File: src/rtl/wc_pkg.sv
package wc_pkg;
  typedef enum logic [2:0] {
    SRC_HOLD   = 3'd0,
    SRC_RECALL = 3'd1,
    SRC_DIRECT = 3'd2,
    SRC_BANK   = 3'd3,
    SRC_STEP   = 3'd4
  } wc_src_e;
endpackage

File: src/rtl/wc_scl_edge.sv
module wc_scl_edge (
  input  logic clk,
  input  logic rst,
  input  logic scl_s,
  input  logic sda_s,
  output logic rise,
  output logic dir_up
);
  logic scl_q;

  // Reset to high so an SCL already high at reset release is not taken as an edge.
  always_ff @(posedge clk) begin
    if (rst) scl_q <= 1'b1;
    else     scl_q <= scl_s;
  end

  assign rise   = scl_s & ~scl_q;
  assign dir_up = sda_s;
endmodule

File: src/rtl/wc_src_sel.sv
module wc_src_sel
  import wc_pkg::*;
(
  input  logic    clk,
  input  logic    rst,
  input  logic    wr_en,
  input  logic    xfr_en,
  input  logic    step_en,
  input  logic    rise,
  output logic    recall_pend,
  output wc_src_e src
);
  always_ff @(posedge clk) begin
    if (rst) recall_pend <= 1'b1;
    else     recall_pend <= 1'b0;
  end

  always_comb begin
    if (recall_pend)          src = SRC_RECALL;
    else if (wr_en)           src = SRC_DIRECT;
    else if (xfr_en)          src = SRC_BANK;
    else if (step_en && rise) src = SRC_STEP;
    else                      src = SRC_HOLD;
  end
endmodule

File: src/rtl/wc_pos_reg.sv
module wc_pos_reg
  import wc_pkg::*;
#(
  parameter int POS_W = 6
) (
  input  logic             clk,
  input  logic             rst,
  input  wc_src_e          src,
  input  logic [POS_W-1:0] recall_val,
  input  logic [POS_W-1:0] wr_val,
  input  logic [POS_W-1:0] bank_val,
  input  logic             dir_up,
  output logic [POS_W-1:0] pos
);
  localparam logic [POS_W-1:0] TOP = {POS_W{1'b1}};
  localparam logic [POS_W-1:0] ONE = POS_W'(1);

  logic [POS_W-1:0] stepped;
  logic [POS_W-1:0] nxt;

  always_comb begin
    if (dir_up) stepped = (pos == TOP) ? pos : pos + ONE;
    else        stepped = (pos == '0)  ? pos : pos - ONE;
  end

  always_comb begin
    unique case (src)
      SRC_RECALL: nxt = recall_val;
      SRC_DIRECT: nxt = wr_val;
      SRC_BANK:   nxt = bank_val;
      SRC_STEP:   nxt = stepped;
      default:    nxt = pos;
    endcase
  end

  always_ff @(posedge clk) begin
    if (rst) pos <= '0;
    else     pos <= nxt;
  end
endmodule

File: src/rtl/wc_tap_dec.sv
module wc_tap_dec #(
  parameter int POS_W = 6,
  localparam int TAPS = 1 << POS_W
) (
  input  logic             clk,
  input  logic             rst,
  input  logic [POS_W-1:0] pos,
  output logic [TAPS-1:0]  tap
);
  for (genvar i = 0; i < TAPS; i++) begin : g_tap
    always_ff @(posedge clk) begin
      if (rst) tap[i] <= (i == 0);
      else     tap[i] <= (pos == POS_W'(i));
    end
  end
endmodule

File: src/rtl/wiper_ctr.sv
module wiper_ctr
  import wc_pkg::*;
#(
  parameter int POS_W    = 6,
  parameter int NUM_DREG = 4,
  localparam int TAPS    = 1 << POS_W,
  localparam int SEL_W   = (NUM_DREG > 1) ? $clog2(NUM_DREG) : 1
) (
  input  logic                      clk,
  input  logic                      rst,
  input  logic                      scl_s,
  input  logic                      sda_s,
  input  logic                      step_en,
  input  logic                      wr_en,
  input  logic [POS_W-1:0]          wr_val,
  input  logic                      xfr_en,
  input  logic [SEL_W-1:0]          xfr_sel,
  input  logic [NUM_DREG*POS_W-1:0] dreg_bus,
  output logic [POS_W-1:0]          wiper_pos,
  output logic [TAPS-1:0]           tap_sel
);
  logic [POS_W-1:0] bank [NUM_DREG];
  logic [POS_W-1:0] bank_val;
  logic             rise;
  logic             dir_up;
  logic             recall_pend;
  wc_src_e          src;

  for (genvar k = 0; k < NUM_DREG; k++) begin : g_bank
    assign bank[k] = dreg_bus[k*POS_W +: POS_W];
  end

  always_comb begin
    bank_val = bank[0];
    for (int k = 0; k < NUM_DREG; k++)
      if (xfr_sel == SEL_W'(k)) bank_val = bank[k];
  end

  wc_scl_edge u_edge (
    .clk(clk), .rst(rst), .scl_s(scl_s), .sda_s(sda_s),
    .rise(rise), .dir_up(dir_up)
  );

  wc_src_sel u_sel (
    .clk(clk), .rst(rst), .wr_en(wr_en), .xfr_en(xfr_en),
    .step_en(step_en), .rise(rise), .recall_pend(recall_pend), .src(src)
  );

  wc_pos_reg #(.POS_W(POS_W)) u_pos (
    .clk(clk), .rst(rst), .src(src), .recall_val(bank[0]),
    .wr_val(wr_val), .bank_val(bank_val), .dir_up(dir_up), .pos(wiper_pos)
  );

  wc_tap_dec #(.POS_W(POS_W)) u_dec (
    .clk(clk), .rst(rst), .pos(wiper_pos), .tap(tap_sel)
  );
endmodule

File: config.mk
export PLATFORM = sky130hd
export DESIGN_NAME = wiper_ctr
export DESIGN_NICKNAME = d
export VERILOG_FILES = /design/src/rtl/wc_pkg.sv /design/src/rtl/wc_scl_edge.sv /design/src/rtl/wc_src_sel.sv /design/src/rtl/wc_pos_reg.sv /design/src/rtl/wc_tap_dec.sv /design/src/rtl/wiper_ctr.sv
export SDC_FILE = /design/constraint.sdc
export NUM_CORES = 1
export LEC_CHECK = 0
export ABC_CLOCK_PERIOD_IN_PS = 2200
export BUFFER_PORTS_ARGS = -buffer_cell sky130_fd_sc_hd__buf_2
export CORE_MARGIN = 2
export CORE_UTILIZATION = 29
export DETAILED_ROUTE_END_ITERATION = 16
export SYNTH_ARGS = -nofsm -noshare
export SYNTH_HDL_FRONTEND = slang
export SYNTH_SLANG_ARGS = --single-unit
File: constraint.sdc
create_clock -name clk -period 2.2 [get_ports clk]
set_input_delay 0.22 -clock clk [delete_from_list [all_inputs] [get_ports clk]]
set_output_delay 0.22 -clock clk [all_outputs]
set_load 0.02 [all_outputs]
==> results.sh, run 1 <==
export IMPL_rr_worst_depth=7
export IMPL_synth_top_area_cell="dfxtp_1"
export IMPL_num_rows=33
export IMPL_cts_buffer_depth=2
export IMPL_ys_types=45
export IMPL_drt_total_wl_mm=6.288
export IMPL_viasPerCell=4.454
export IMPL_drt_iter0_drc=63
export IMPL_cp_required_ns=2.45
export IMPL_startpoint_type="register"
export IMPL_cts_tree="built"
export IMPL_min_path_type="in -> reg"
export IMPL_r2r_end="u_pos.pos[2]"
export IMPL_rrSetupSlack_ns=0.14
export IMPL_synth_seq_cells=72
export IMPL_clock_sinks=72
export IMPL_clkSlewWorstSetupHoldPaths_ns=0.07
export IMPL_post_dp_hpwl_mm=4.743
export IMPL_max_freq_mhz=486.2
export IMPL_finalHoldViolCount=0
export IMPL_antennaDiodeCount=0
export IMPL_fin_nets=400
export IMPL_routedWlPerCell_um=13.52
export IMPL_start_util_pct=30.20
export IMPL_numCtsBuffers=9
export IMPL_cts_repair_resized=0
export IMPL_slew_violations=0
export IMPL_postCtsHoldBufs=0
export IMPL_ir_drop_uv=299.4
export IMPL_drive_gt1_share_pct=39.72
export IMPL_post_cts_buffers=0
export IMPL_fin_crit_sh_pct=93.48
export IMPL_crit_start="u_pos.pos[0]"
export IMPL_maxCapViolations=0
export IMPL_dieArea_um2=9357
export IMPL_cp_arrival_ns=2.31
export IMPL_hold_path_end="u_edge.scl_q"
export IMPL_worstSetupPathType="reg -> reg"
export IMPL_synth_cells=244
export IMPL_io_buffers=108
export IMPL_crit_path_max_fanout=7
export IMPL_drc=0
export IMPL_firstDrtPassIters=4
export IMPL_chipHeight_um=96.73
export IMPL_rsz0062_at_grt="no"
export IMPL_grt_pass1_vias=2052
export IMPL_worstMarginPinSlew_ns=0.6969
export IMPL_antenna_found_initial=0
export IMPL_slew_headroom_pct=53.54
export IMPL_num_io_pins=109
export IMPL_grt_ovfl_total=0
export IMPL_synth_area_top_cells="dfxtp_1 58%, nor2_1 10%, mux4_2 5.4%, nand2_1 2.9%, ha_1 2.5%"
export IMPL_clk_latency_ns=0.33
export IMPL_area_growth_pct=33.97
export IMPL_outcome="complete, no violations"
export IMPL_h_tree_depth=3
export IMPL_synth_edf_count=0
export IMPL_grtUsageTotal_pct=13.39
export IMPL_end_kind="register"
export IMPL_min_from="scl_s"
export IMPL_cts_root_buffer="clkbuf_8"
export IMPL_via_count=2071
export IMPL_syn_area_um2=2494
export IMPL_synthArstFlopShare_pct=0
export IMPL_synth_nets=288
export IMPL_gp_congestion=0.7813
export IMPL_grt_pass1_wl_mm=10.01
export IMPL_ys_warnings_count=0
export IMPL_p_leak_nw=1.535
export IMPL_synth_top_cell_area_share_pct=57.80
export IMPL_grt_max_degree=18
export IMPL_period_needed_ns=2.057
export IMPL_postRouteAntennaNets=0
export IMPL_hold_depth=2
export IMPL_syn_avg_cell_area_um2=10.22
export IMPL_finalSetupViolCount=0
export IMPL_final_setup_skew_ns=0.006941
export IMPL_die_w_um=96.73
export IMPL_yosysSeqAreaShare_pct=57.80
export IMPL_synth_ff_type="dfxtp_1"
export IMPL_r2r_start="u_pos.pos[0]"
export IMPL_fp_coreArea_um2=8258
export IMPL_tns_ns=0
export IMPL_power_density_nw_per_um2=793.1
export IMPL_fin_util_pct=40.45
## layer usage
metal,vias up,global-route usage (%),routed length (um)
met5,-,0,0
met4,0,3.900,45
met3,6,5.058,535
met2,101,23.40,2980
met1,922,15.19,2725
li1,1042,-,-
## layout by cell type (no fill, tap or decap), types with 3 or more instances in the layout
cell type	n
mux4_2	6
buf_4	7
a221oi_1	3
inv_1	4
dfxtp_1	72
clkinvlp_4	3
nand2_1	19
clkbuf_8	10
a21oi_1	3
nand3b_1	6
buf_2	108
ha_1	5
o41ai_1	4
nor2_1	69
## how the worst max path moves through the flow
stage | to | slack, ns
after floorplan | u_pos.pos[5] | 0.18
after global placement | u_pos.pos[2] | 0.21
after global routing | u_pos.pos[1] | 0.007
after detailed placement | u_pos.pos[2] | 0.17
final | u_pos.pos[2] | 0.14
after CTS | u_pos.pos[1] | 0.14
## state kept, by name, summed over array words and instances (netlist names)
register,count
u_sel.recall_pend,1
u_dec.tap,64
u_edge.scl_q,1
u_pos.pos,6
## cell usage after synthesis (2+ instances only)
| library cell | n |
|---|---|
| dfxtp_1 | 72 |
| nor2_1 | 69 |
| nand2_1 | 19 |
| clkbuf_1 | 10 |
| mux4_2 | 6 |
| nand3b_1 | 6 |
| ha_1 | 5 |
| inv_1 | 4 |
| o41ai_1 | 4 |
| a21oi_1 | 3 |
| a221oi_1 | 3 |
| a221o_1 | 2 |
| buf_6 | 2 |
| mux2i_1 | 2 |
| nor3_1 | 2 |
| o21ai_0 | 2 |
| o31ai_1 | 2 |
| or2_2 | 2 |
| xnor2_1 | 2 |
| xor2_1 | 2 |
## worst max-delay path: stages (launching register included)
cell and delay [ns]:
dfxtp_1 0.31, inv_1 0.10, ha_1 0.17, or3b_4 0.41, o32a_1 0.36, o22ai_2 0.26, a221oi_1 0.11, a221oi_2 0.25
## cell families after synthesis
kind of cell,count (synthesis),synth area share [%]
simple gates,111,19.87
flops,72,57.80
compound gates,26,8.680
buf+inv,18,3.512
mux,8,6.222
fa+ha+maj,5,2.509
xor+xnor,4,1.405
## power by group
group	total, W	internal, W	switching (W)
Sequential	0.00134	0.00133	0.0000152
Combinational	0.000301	0.000127	0.000174
Clock	0.00101	0.000546	0.000463
## final cells by class
class | instances | area [um^2]
clock buffers | 10 | 137.6
clock inverters | 5 | 57.56
fillers | 838 | 4917
inverters | 4 | 15.01
multi-input cells | 154 | 964.7
flip-flops and latches | 72 | 1441
well taps | 105 | 131.4
repair buffers | 115 | 593.1
## per-stage QoR
stage / area (um^2) / std cells / hold WS [ns] / power (W) / worst slack [ns]
CTS: 3341 / 465 / 0.07111 / 0.002686 / 0.1372
detailed placement: 3146 / 450 / 0.4300 / 0.001675 / 0.1671
global route: 3341 / 465 / 0.08043 / 0.002770 / 0.006551
floorplan: 2494 / 244 / 0.2477 / 0.001565 / 0.1842
global placement: 3146 / 450 / 0.4253 / 0.001670 / 0.2088
finish: 3341 / 465 / 0.09499 / 0.002650 / 0.1434
(Power assumes the default switching activity.)
==> run 2, diff against run 1 <==
--- a/config.mk
+++ b/config.mk
@@ -6,10 +6,11 @@
 export NUM_CORES = 1
 export LEC_CHECK = 0
 export ABC_CLOCK_PERIOD_IN_PS = 2200
-export BUFFER_PORTS_ARGS = -buffer_cell sky130_fd_sc_hd__buf_2
+export BUFFER_PORTS_ARGS = -buffer_cell sky130_fd_sc_hd__clkbuf_2
 export CORE_MARGIN = 2
 export CORE_UTILIZATION = 29
 export DETAILED_ROUTE_END_ITERATION = 16
+export GPL_ROUTABILITY_DRIVEN = 0
 export SYNTH_ARGS = -nofsm -noshare
 export SYNTH_HDL_FRONTEND = slang
 export SYNTH_SLANG_ARGS = --single-unit
==> results.sh, run 2 (same netlist as run 1, synthesis figures left out) <==
export IMPL_post_cts_buffers=0
export IMPL_die_w_um=96.73
export IMPL_maxCapViolations=0
export IMPL_postCtsHoldBufs=0
export IMPL_worstMarginPinSlew_ns=0.7131
export IMPL_start_util_pct=30.20
export IMPL_slew_headroom_pct=52.31
export IMPL_ir_drop_uv=263.2
export IMPL_chipHeight_um=96.73
export IMPL_grt_pass1_wl_mm=10.65
export IMPL_min_path_type="in -> reg"
export IMPL_slowest_delay_ns=0.41
export IMPL_largest_reg_flops=64
export IMPL_grtUsageTotal_pct=14.26
export IMPL_fp_coreArea_um2=8258
export IMPL_clkSlewWorstSetupHoldPaths_ns=0.08
export IMPL_top_regs="u_dec.tap (64), u_pos.pos (6)"
export IMPL_firstDrtPassIters=4
export IMPL_cts_root_buffer="clkbuf_8"
export IMPL_grt_ovfl_total=0
export IMPL_drive_gt1_share_pct=39.89
export IMPL_cp_required_ns=2.46
export IMPL_area_growth_pct=36.28
export IMPL_antennaDiodeCount=0
export IMPL_p_leak_nw=1.516
export IMPL_finalHoldViolCount=0
export IMPL_min_from="scl_s"
export IMPL_crit_path_max_fanout=5
export IMPL_dr_wl_met2_mm=2.952
export IMPL_grt_max_degree=18
export IMPL_wl_met1_mm=2.777
export IMPL_end_kind="register"
export IMPL_worstSetupPathType="reg -> reg"
export IMPL_antenna_found_initial=0
export IMPL_h_tree_depth=3
export IMPL_via_count=2116
export IMPL_post_dp_hpwl_mm=4.787
export IMPL_tns_ns=0
export IMPL_cts_repair_resized=0
export IMPL_rsz0062_at_grt="no"
export IMPL_cp_num_buf_inv=2
export IMPL_drc=0
export IMPL_r2r_start="u_pos.pos[0]"
export IMPL_startpoint_type="register"
export IMPL_fin_util_pct=41.15
export IMPL_io_buffers=108
export IMPL_highest_layer="met4"
export IMPL_cts_buffer_depth=2
export IMPL_period_needed_ns=1.943
export IMPL_cp_cell_sequence="inv_1 -> ha_1 -> or3b_4 -> o32a_1 -> o22ai_2 -> buf_4 -> a21oi_1 -> o32ai_1"
export IMPL_fin_crit_sh_pct=88.32
export IMPL_wl_met3_um=482
export IMPL_cp_arrival_ns=2.20
export IMPL_layout_commonest_cell="clkbuf_2"
export IMPL_dpl_cell_area_um2=3146
export IMPL_postRouteAntennaNets=0
export IMPL_slew_violations=0
export IMPL_most_common_layout_cells="108 x clkbuf_2, 72 x dfxtp_1, 69 x nor2_1"
export IMPL_clk_latency_ns=0.35
export IMPL_max_freq_mhz=514.7
export IMPL_fin_nets=400
export IMPL_finalSetupViolCount=0
export IMPL_numCtsBuffers=9
export IMPL_num_rows=33
export IMPL_outcome="complete, no violations"
export IMPL_drt_total_wl_mm=6.326
export IMPL_holdWs_ns=0.07185
export IMPL_drt_iter0_drc=71
export IMPL_power_density_nw_per_um2=863.8
export IMPL_final_area_um2=3398
export IMPL_dieArea_um2=9357
export IMPL_cts_tree="built"
export IMPL_cp_top_family="compound AO/OA/AOI/OAI gates"
export IMPL_grt_pass1_vias=2154
export IMPL_routedWlPerCell_um=13.58
export IMPL_top_register="u_dec.tap"
export IMPL_viasPerCell=4.541
export IMPL_cpMaxStageDelayCell="or3b_4"
export IMPL_crit_start="u_pos.pos[0]"
export IMPL_final_setup_skew_ns=0.01216
export IMPL_num_io_pins=109
export IMPL_clock_sinks=72
[run 2: changes by cell type in the layout (fill, tap and decap cells not counted)]
cell,before,now
buf_2,108,0
clkinvlp_4,3,1
bufinv_16,1,3
clkbuf_2,0,108
clkinv_2,1,0
inv_6,0,1
clkinv_4,0,1
[run 2: area by class of cell]
| type | instances | area, um^2 |
|---|---|---|
| Clock inverter | 6 | 115.1 |
| Timing Repair Buffer | 115 | 593.1 |
| Multi-Input combinational cell | 154 | 964.7 |
| Tap cell | 105 | 131.4 |
| Sequential cell | 72 | 1441 |
| Clock buffer | 10 | 137.6 |
| Inverter | 4 | 15.01 |
| Fill cell | 869 | 4860 |
[run 2: stage by stage]
stage               std cells  worst slack, ns  total power (W)
detailed placement        450           0.2642         0.001677
global route              466           0.1390         0.003053
floorplan                 244           0.1842         0.001565
global placement          450           0.3424         0.001672
CTS                       466           0.2526         0.002961
finish                    466           0.2570         0.002935
[run 2: worst reg2reg max path, stage by stage (launching register included)]
cell and delay, ns:
dfxtp_1 0.31, inv_1 0.09, ha_1 0.18, or3b_4 0.41, o32a_1 0.37, o22ai_2 0.14
buf_4 0.17, a21oi_1 0.04, o32ai_1 0.15
[run 2: power breakdown]
part / total [W] / leakage, nW / internal, W / switching [W]
clock: 0.00129 / 0.123 / 0.000790 / 0.000503
sequential: 0.00134 / 0.583 / 0.00132 / 0.0000182
combinational: 0.000299 / 0.810 / 0.000127 / 0.000172
total: 0.00294 / 1.52 / 0.00224 / 0.000694
[run 2: final timing paths]
path	cells past startpoint	slack (ns)	endpoint
hold reg to reg	2	0.56	u_pos.pos[3]
setup reg to reg	8	0.26	u_pos.pos[5]
setup / recovery	8	0.26	u_pos.pos[5]
hold / removal	2	0.07	u_edge.scl_q
[run 2: routing by layer]
layer,GRT usage (%),vias to the layer above
li1,-,1047
met1,16.98,964
met2,23.18,95
met3,4.697,10
met4,6.826,0
met5,0,-
